--- config.mk ---
export PLATFORM = sky130hd
export DESIGN_NAME = dual_tmr_pwm
export DESIGN_NICKNAME = d
export VERILOG_FILES = /design/src/rtl/dtmr_pkg.sv /design/src/rtl/dtmr_edge.sv /design/src/rtl/dtmr_chan.sv /design/src/rtl/dual_tmr_pwm.sv
export SDC_FILE = /design/constraint.sdc
export NUM_CORES = 1
export LEC_CHECK = 0
export BUFFER_PORTS_ARGS = -buffer_cell sky130_fd_sc_hd__buf_2
export CAP_MARGIN = 20
export CORE_MARGIN = 3
export CORE_UTILIZATION = 55
export CTS_CLUSTER_DIAMETER = 100
export CTS_CLUSTER_SIZE = 20
export DETAILED_ROUTE_END_ITERATION = 16
export GPL_ROUTABILITY_DRIVEN = 0
export PLACE_DENSITY = 0.73
export SYNTH_ARGS = -nofsm -noshare
export SYNTH_HDL_FRONTEND = slang
export SYNTH_HIERARCHICAL = 1
export SYNTH_SLANG_ARGS = --single-unit
--- constraint.sdc ---
create_clock -name clk -period 3.98 [get_ports clk]
set_input_delay 0.796 -clock clk [delete_from_list [all_inputs] [get_ports clk]]
set_output_delay 0.796 -clock clk [all_outputs]
set_load 0.1 [all_outputs]
--- src/rtl/dtmr_pkg.sv ---
package dtmr_pkg;

  typedef enum logic [1:0] {
    SEL_CTRL  = 2'd0,
    SEL_LOAD  = 2'd1,
    SEL_COUNT = 2'd2,
    SEL_CAPT  = 2'd3
  } reg_sel_e;

  localparam int B_PWM   = 6;
  localparam int B_LDNOW = 7;
  localparam int B_STS   = 8;

  // stored control bits, bit 6 down to bit 0
  typedef struct packed {
    logic pwm_en;
    logic fall;
    logic ien;
    logic auto_rl;
    logic down;
    logic cap_mode;
    logic run;
  } ctrl_t;

  function automatic logic [31:0] be_merge(input logic [31:0] old_v,
                                           input logic [31:0] new_v,
                                           input logic [3:0]  be);
    logic [31:0] r;
    for (int b = 0; b < 4; b++)
      r[8*b +: 8] = be[b] ? new_v[8*b +: 8] : old_v[8*b +: 8];
    return r;
  endfunction

endpackage

--- src/rtl/dtmr_edge.sv ---
module dtmr_edge #(
  parameter int STAGES = 2
) (
  input  logic clk,
  input  logic rst_n,
  input  logic din_i,
  input  logic fall_i,
  output logic hit_o
);
  logic [STAGES:0] sync_q;

  always_ff @(posedge clk or negedge rst_n) begin
    if (!rst_n) sync_q <= '0;
    else        sync_q <= {sync_q[STAGES-1:0], din_i};
  end

  // sync_q[STAGES-1] is the resynchronized level, sync_q[STAGES] its previous value
  assign hit_o = fall_i ? (sync_q[STAGES] & ~sync_q[STAGES-1])
                        : (~sync_q[STAGES] & sync_q[STAGES-1]);
endmodule

--- src/rtl/dtmr_chan.sv ---
module dtmr_chan
  import dtmr_pkg::*;
#(
  parameter int CW          = 32,
  parameter int SYNC_STAGES = 2
) (
  input  logic          clk,
  input  logic          rst_n,
  input  logic          freeze_i,
  input  logic          ctrl_we_i,
  input  logic          load_we_i,
  input  logic [31:0]   wdata_i,
  input  logic [3:0]    be_i,
  input  logic          sync_i,
  input  logic          cap_i,
  output logic [31:0]   ctrl_o,
  output logic [CW-1:0] load_o,
  output logic [CW-1:0] cnt_o,
  output logic [CW-1:0] capt_o,
  output logic          tc_o,
  output logic          evt_o,
  output logic          irq_o
);
  localparam logic [CW-1:0] ALL_ONES = '1;
  localparam logic [CW-1:0] ONE      = {{(CW-1){1'b0}}, 1'b1};

  function automatic logic at_terminal(input logic [CW-1:0] v, input logic dn);
    return dn ? (v == '0) : (v == ALL_ONES);
  endfunction

  function automatic logic [CW-1:0] step(input logic [CW-1:0] v, input logic dn);
    return dn ? (v - ONE) : (v + ONE);
  endfunction

  ctrl_t         ctrl_q;
  logic          sts_q;
  logic          evt_q;
  logic [CW-1:0] load_q, cnt_q, capt_q;
  logic [31:0]   load_ext, load_merged;

  // named internal events
  logic tick, tc_hit, load_req, cap_edge, cap_fire, clr_req, set_ev;

  assign tick     = ctrl_q.run & ~freeze_i;
  assign tc_hit   = tick & ~ctrl_q.cap_mode & at_terminal(cnt_q, ctrl_q.down);
  assign load_req = (ctrl_we_i & be_i[0] & wdata_i[B_LDNOW]) | sync_i;
  assign cap_fire = ctrl_q.run & ctrl_q.cap_mode & cap_edge;
  assign clr_req  = ctrl_we_i & be_i[1] & wdata_i[B_STS];
  assign set_ev   = tc_hit | cap_fire;

  dtmr_edge #(.STAGES(SYNC_STAGES)) u_edge (
    .clk    (clk),
    .rst_n  (rst_n),
    .din_i  (cap_i),
    .fall_i (ctrl_q.fall),
    .hit_o  (cap_edge)
  );

  always_comb begin
    load_ext           = '0;
    load_ext[CW-1:0]   = load_q;
  end
  assign load_merged = be_merge(load_ext, wdata_i, be_i);

  always_ff @(posedge clk or negedge rst_n) begin
    if (!rst_n) begin
      ctrl_q <= '0;
      load_q <= '0;
    end else begin
      if (ctrl_we_i && be_i[0]) ctrl_q <= ctrl_t'(wdata_i[6:0]);
      if (tc_hit && !ctrl_q.auto_rl) ctrl_q.run <= 1'b0;
      if (load_we_i) load_q <= load_merged[CW-1:0];
    end
  end

  always_ff @(posedge clk or negedge rst_n) begin
    if (!rst_n) begin
      cnt_q <= '0;
    end else if (load_req) begin
      cnt_q <= load_q;
    end else if (tick) begin
      if (tc_hit) cnt_q <= load_q;
      else        cnt_q <= step(cnt_q, ctrl_q.down);
    end
  end

  always_ff @(posedge clk or negedge rst_n) begin
    if (!rst_n) begin
      capt_q <= '0;
      sts_q  <= 1'b0;
      evt_q  <= 1'b0;
    end else begin
      if (cap_fire) capt_q <= cnt_q;
      if (set_ev)       sts_q <= 1'b1;
      else if (clr_req) sts_q <= 1'b0;
      evt_q <= tc_hit;
    end
  end

  assign ctrl_o = {23'd0, sts_q, 1'b0, ctrl_q};
  assign load_o = load_q;
  assign cnt_o  = cnt_q;
  assign capt_o = capt_q;
  assign tc_o   = tc_hit;
  assign evt_o  = evt_q;
  assign irq_o  = sts_q & ctrl_q.ien;


  reload_value_chk: assert property (@(posedge clk) disable iff (!rst_n)
    tc_hit && ctrl_q.auto_rl |=> cnt_q == $past(load_q));

  oneshot_stop_chk: assert property (@(posedge clk) disable iff (!rst_n)
    tc_hit && !ctrl_q.auto_rl |=> !ctrl_q.run);

  set_wins_chk: assert property (@(posedge clk) disable iff (!rst_n)
    set_ev |=> sts_q);

  capture_value_chk: assert property (@(posedge clk) disable iff (!rst_n)
    cap_fire |=> capt_q == $past(cnt_q));

  freeze_hold_chk: assert property (@(posedge clk) disable iff (!rst_n)
    freeze_i && !load_req |=> $stable(cnt_q));
endmodule

--- src/rtl/dual_tmr_pwm.sv ---
module dual_tmr_pwm
  import dtmr_pkg::*;
#(
  parameter int CW = 32
) (
  input  logic        clk,
  input  logic        rst_n,
  input  logic        freeze,
  input  logic        reg_we,
  input  logic [2:0]  reg_addr,
  input  logic [3:0]  reg_be,
  input  logic [31:0] reg_wdata,
  output logic [31:0] reg_rdata,
  input  logic [1:0]  cap_in,
  output logic [1:0]  evt_out,
  output logic [1:0]  irq_out,
  output logic        pwm_out
);
  localparam int NT = 2;

  logic [31:0]   ctrl_rd [NT];
  logic [CW-1:0] load_rd [NT];
  logic [CW-1:0] cnt_rd  [NT];
  logic [CW-1:0] capt_rd [NT];
  logic [NT-1:0] ctrl_we, load_we, chan_sync, tc;
  logic          pwm_on, pwm_q;
  reg_sel_e      sel;

  assign sel    = reg_sel_e'(reg_addr[1:0]);
  assign pwm_on = ctrl_rd[0][B_PWM];

  for (genvar t = 0; t < NT; t++) begin : g_tmr
    assign ctrl_we[t]   = reg_we && (int'(reg_addr[2]) == t) && (sel == SEL_CTRL);
    assign load_we[t]   = reg_we && (int'(reg_addr[2]) == t) && (sel == SEL_LOAD);
    assign chan_sync[t] = (t == 1) ? (pwm_on & tc[0]) : 1'b0;

    dtmr_chan #(.CW(CW)) u_chan (
      .clk       (clk),
      .rst_n     (rst_n),
      .freeze_i  (freeze),
      .ctrl_we_i (ctrl_we[t]),
      .load_we_i (load_we[t]),
      .wdata_i   (reg_wdata),
      .be_i      (reg_be),
      .sync_i    (chan_sync[t]),
      .cap_i     (cap_in[t]),
      .ctrl_o    (ctrl_rd[t]),
      .load_o    (load_rd[t]),
      .cnt_o     (cnt_rd[t]),
      .capt_o    (capt_rd[t]),
      .tc_o      (tc[t]),
      .evt_o     (evt_out[t]),
      .irq_o     (irq_out[t])
    );
  end

  always_comb begin
    reg_rdata = '0;
    unique case (sel)
      SEL_CTRL:  reg_rdata           = ctrl_rd[reg_addr[2]];
      SEL_LOAD:  reg_rdata[CW-1:0]   = load_rd[reg_addr[2]];
      SEL_COUNT: reg_rdata[CW-1:0]   = cnt_rd[reg_addr[2]];
      SEL_CAPT:  reg_rdata[CW-1:0]   = capt_rd[reg_addr[2]];
      default:   reg_rdata           = '0;
    endcase
  end

  // period start (timer 0 reload) has priority over the end of the high phase
  always_ff @(posedge clk or negedge rst_n) begin
    if (!rst_n)       pwm_q <= 1'b0;
    else if (!pwm_on) pwm_q <= 1'b0;
    else if (tc[0])   pwm_q <= 1'b1;
    else if (tc[1])   pwm_q <= 1'b0;
  end

  assign pwm_out = pwm_q;


  pwm_rise_src_chk: assert property (@(posedge clk) disable iff (!rst_n)
    $rose(pwm_q) |-> $past(tc[0]));

  pwm_freeze_chk: assert property (@(posedge clk) disable iff (!rst_n)
    freeze && pwm_on && !reg_we |=> $stable(pwm_q));
endmodule

==> impl_results.md <==
* Pre-CTS WS at 0.492 ns
* DR vias at 11117
* GRT overflow at 0
* Endpoints failing setup at 0
* RSZ-0062 raised after global routing: false
* Post-synthesis sequential area ratio at 37.4%
* WHS at 0.292 ns
* Post-synth EDFFs at 0
* Clk network pwr share at 11.8%
* Layout Cells excl Fill at 1740
* Std cell rows at 58
* CTS Hold Bufs at 0
* Initial Utilization at 56.8%
* Die W at 168 um
* Initial antenna violation count at 2
* Count of final max-slew check failures at 0
* Outcome: finished, final reports clean
* Flops & latches, synth at 217
* Worst path cell trace: ha_1 > a21o_1 > a21o_1 > a21oi_1 > o21ai_0 > a21oi_1 > o211ai_1 > a21o_1 > a21oi_1 > a221oi_1 > a221o_1
* WP data arrival at 3.94 ns
* Routed Antenna Nets at 0
* Main synth FF type: dfrtp_1
* Worst path required time at 4.36 ns
* Worst setup SP type: flop
* Die Y at 168 um
* Slowest CP cell: dfrtp_1
* Layout cell share with drive strength beyond 1 at 27.0%
* Pwr per Cell Area at 775 mW/mm2
* Total power at 12.0 mW
* Met2 usage at 44.1%
* # IOs at 82
* Post-DP Area at 0.0151 mm2
* Cell Area, Synth at 0.0145 mm2
* Drt via density at 6.39
* Most frequent cells in the layout: dfrtp_1 (217), mux2_2 (150), nand2_1 (128), a21oi_1 (95), nor2_1 (82)
* Min cycle time layout at 3.56 ns
* Largest net degree at the start of global routing at 83
* Final Hold Violating Endpoints at 0
* Worst setup margin at 0.422 ns
* Crit Path Class: flop to flop
* Synth unique cells at 73
* Reg power frac at 34.2%
* Final HPWL from detailed placement at 29700 um
* Area Overhead vs Synth at 6.73%
* 1st-iter DRT viols at 968
* Final WL at 39600 um
* Setup bufs post-CTS at 0
* Leak at 6.99 nW
* Logic pwr share at 54.1%
* Slew headroom at 28.1%
* Placed cell count at 1723
* Worst-path clk slew at 0.09 ns
* Area share of the largest cell type after synthesis at 37.4%
* Clk buf depth at 3
* Max Freq at 281 MHz
* Synthesis warning total at 6
* # DRC at 0
* Htree depth at 1
* Critical path fanouts, max at 25
* CTS tree: built
* Worst stage delay on the critical path at 1.02 ns
* Met3 Use GR at 5.31%
* Crit share post-route at 89.4%
* Ys async rst share at 100%
* Setup TNS Final at 0 ns
* Min-Delay Path Class: primary input to asynchronous set/reset pin
* Layout Utilization at 60.6%
* GR peak layer: met2
* Die area at 0.0284 mm2
* CP Capture Type: flop
* Switching pwr at 5.65 mW
* M1 GR Usage at 38.7%
* Core ar. at 0.0255 mm2
* Num CTS Buffers at 14
* Root Driver: clkbuf_16
* Worst VDD drop at 0.795 mV
* Port bufs at 81
* Largest cells by area after synthesis: dfrtp_1 (37%), mux2_2 (12%), mux4_2 (9.9%)
* Vias in the first global route at 11045
* P_int at 6.36 mW
* First-pass GRT wire length at 62400 um
* Number of max-cap violations at 0
* Nets@finish at 1516
* Routed WL per cell at 22.8 um
* Sw Share at 47.0%
* DRT Pass-1 Iters at 5
* Tot GR Track Use at 27.9%
* CTS sink count at 217
* Worst slew pin tran at 1.07 ns
* Mapped Avg Cell Area at 10.8 um2
* Cell taking the most area after synthesis: dfrtp_1
* Syn Inst Count at 1347
* Clk_lat worst skew at 0.49 ns
* Most common cell after layout, fill and taps aside: dfrtp_1
* Post-cts resize count at 0
* Fin area at 0.0155 mm2
* Clock skew at 0.0254 ns
critical path, delay by kind of cell, from the launching register on:
family / cells / cell delay (ns)
fa+ha+maj: 1 / 0.46
compound gates: 10 / 1.95
flops: 1 / 1.02
per-layer routing:
metal	wire length, um	vias up
met5	27	-
met4	1630	4
met3	2800	105
met2	18100	427
met1	17000	5525
li1	-	5056
path summary, 6_finish.rpt:
path | startpoint | to | slack, ns | depth (start not counted)
worst max-delay path | g_tmr[1].u_chan/ctrl_o[2] | g_tmr[1].u_chan/cnt_o[29] | 0.42 | 11
worst min-delay path | rst_n | g_tmr[0].u_chan/capt_o[4] | 0.29 | 1
worst max register to register | g_tmr[1].u_chan/ctrl_o[2] | g_tmr[1].u_chan/cnt_o[29] | 0.42 | 11
worst min register to register | g_tmr[1].u_chan/u_edge/sync_q[0] | g_tmr[1].u_chan/u_edge/sync_q[1] | 0.35 | 0
max in group asynchronous | rst_n | g_tmr[0].u_chan/capt_o[23] | 2.84 | 2
min in group clk | g_tmr[1].u_chan/u_edge/sync_q[0] | g_tmr[1].u_chan/u_edge/sync_q[1] | 0.35 | 0
cell type report:
class	instances	area, um2
antenna	1	2.50
clock buffer	15	375
clock inverter	1	5.00
fill	2096	10100
inverter	19	71.3
multi-input combinational	1045	8480
sequential	217	5430
tap	330	413
timing repair buffer	112	713
power by group through the flow:
stage	Clock, mW	Combinational (mW)	Sequential [mW]
floorplan	0	5.34	3.60
global placement	0	6.25	4.08
detailed placement	0	6.38	4.13
CTS	1.46	6.41	4.08
global route	1.53	7.07	4.21
finish	1.41	6.49	4.10
flip-flops by register name (all words and copies together), names as in the netlist:
name / count
g_tmr.u_chan/evt_o: 2
g_tmr.u_chan/cnt_o: 64
pwm_out: 1
g_tmr.u_chan/sts_q: 2
g_tmr.u_chan/ctrl_o: 14
g_tmr.u_chan/load_o: 64
g_tmr.u_chan/u_edge/sync_q: 6
g_tmr.u_chan/capt_o: 64
kinds of logic (layout without fill, tap and decap cells):
| kind of cell | Yosys count | count (layout) | share of synthesized area, % |
|---|---|---|---|
| flops | 217 | 217 | 37.4 |
| other cells | 3 | 50 | 0.0776 |
| xor+xnor | 48 | 48 | 2.90 |
| compound gates | 285 | 285 | 12.6 |
| fa+ha+maj | 62 | 62 | 5.45 |
| simple gates | 357 | 357 | 11.8 |
| mux | 244 | 244 | 24.3 |
| buf+inv | 131 | 147 | 5.46 |
synth_stat cells, types with 19 or more instances:
cell,count
nor2_1,82
nand2_1,128
nand3_1,31
inv_1,19
clkbuf_1,36
o21ai_0,45
xnor2_1,32
mux2_2,150
buf_4,52
dfrtp_1,217
nand4_1,25
mux2_4,20
a31oi_1,27
mux4_2,64
a21oi_1,95
ha_1,60
a21o_1,32
Note: power is estimated with default switching activity, not from simulation.
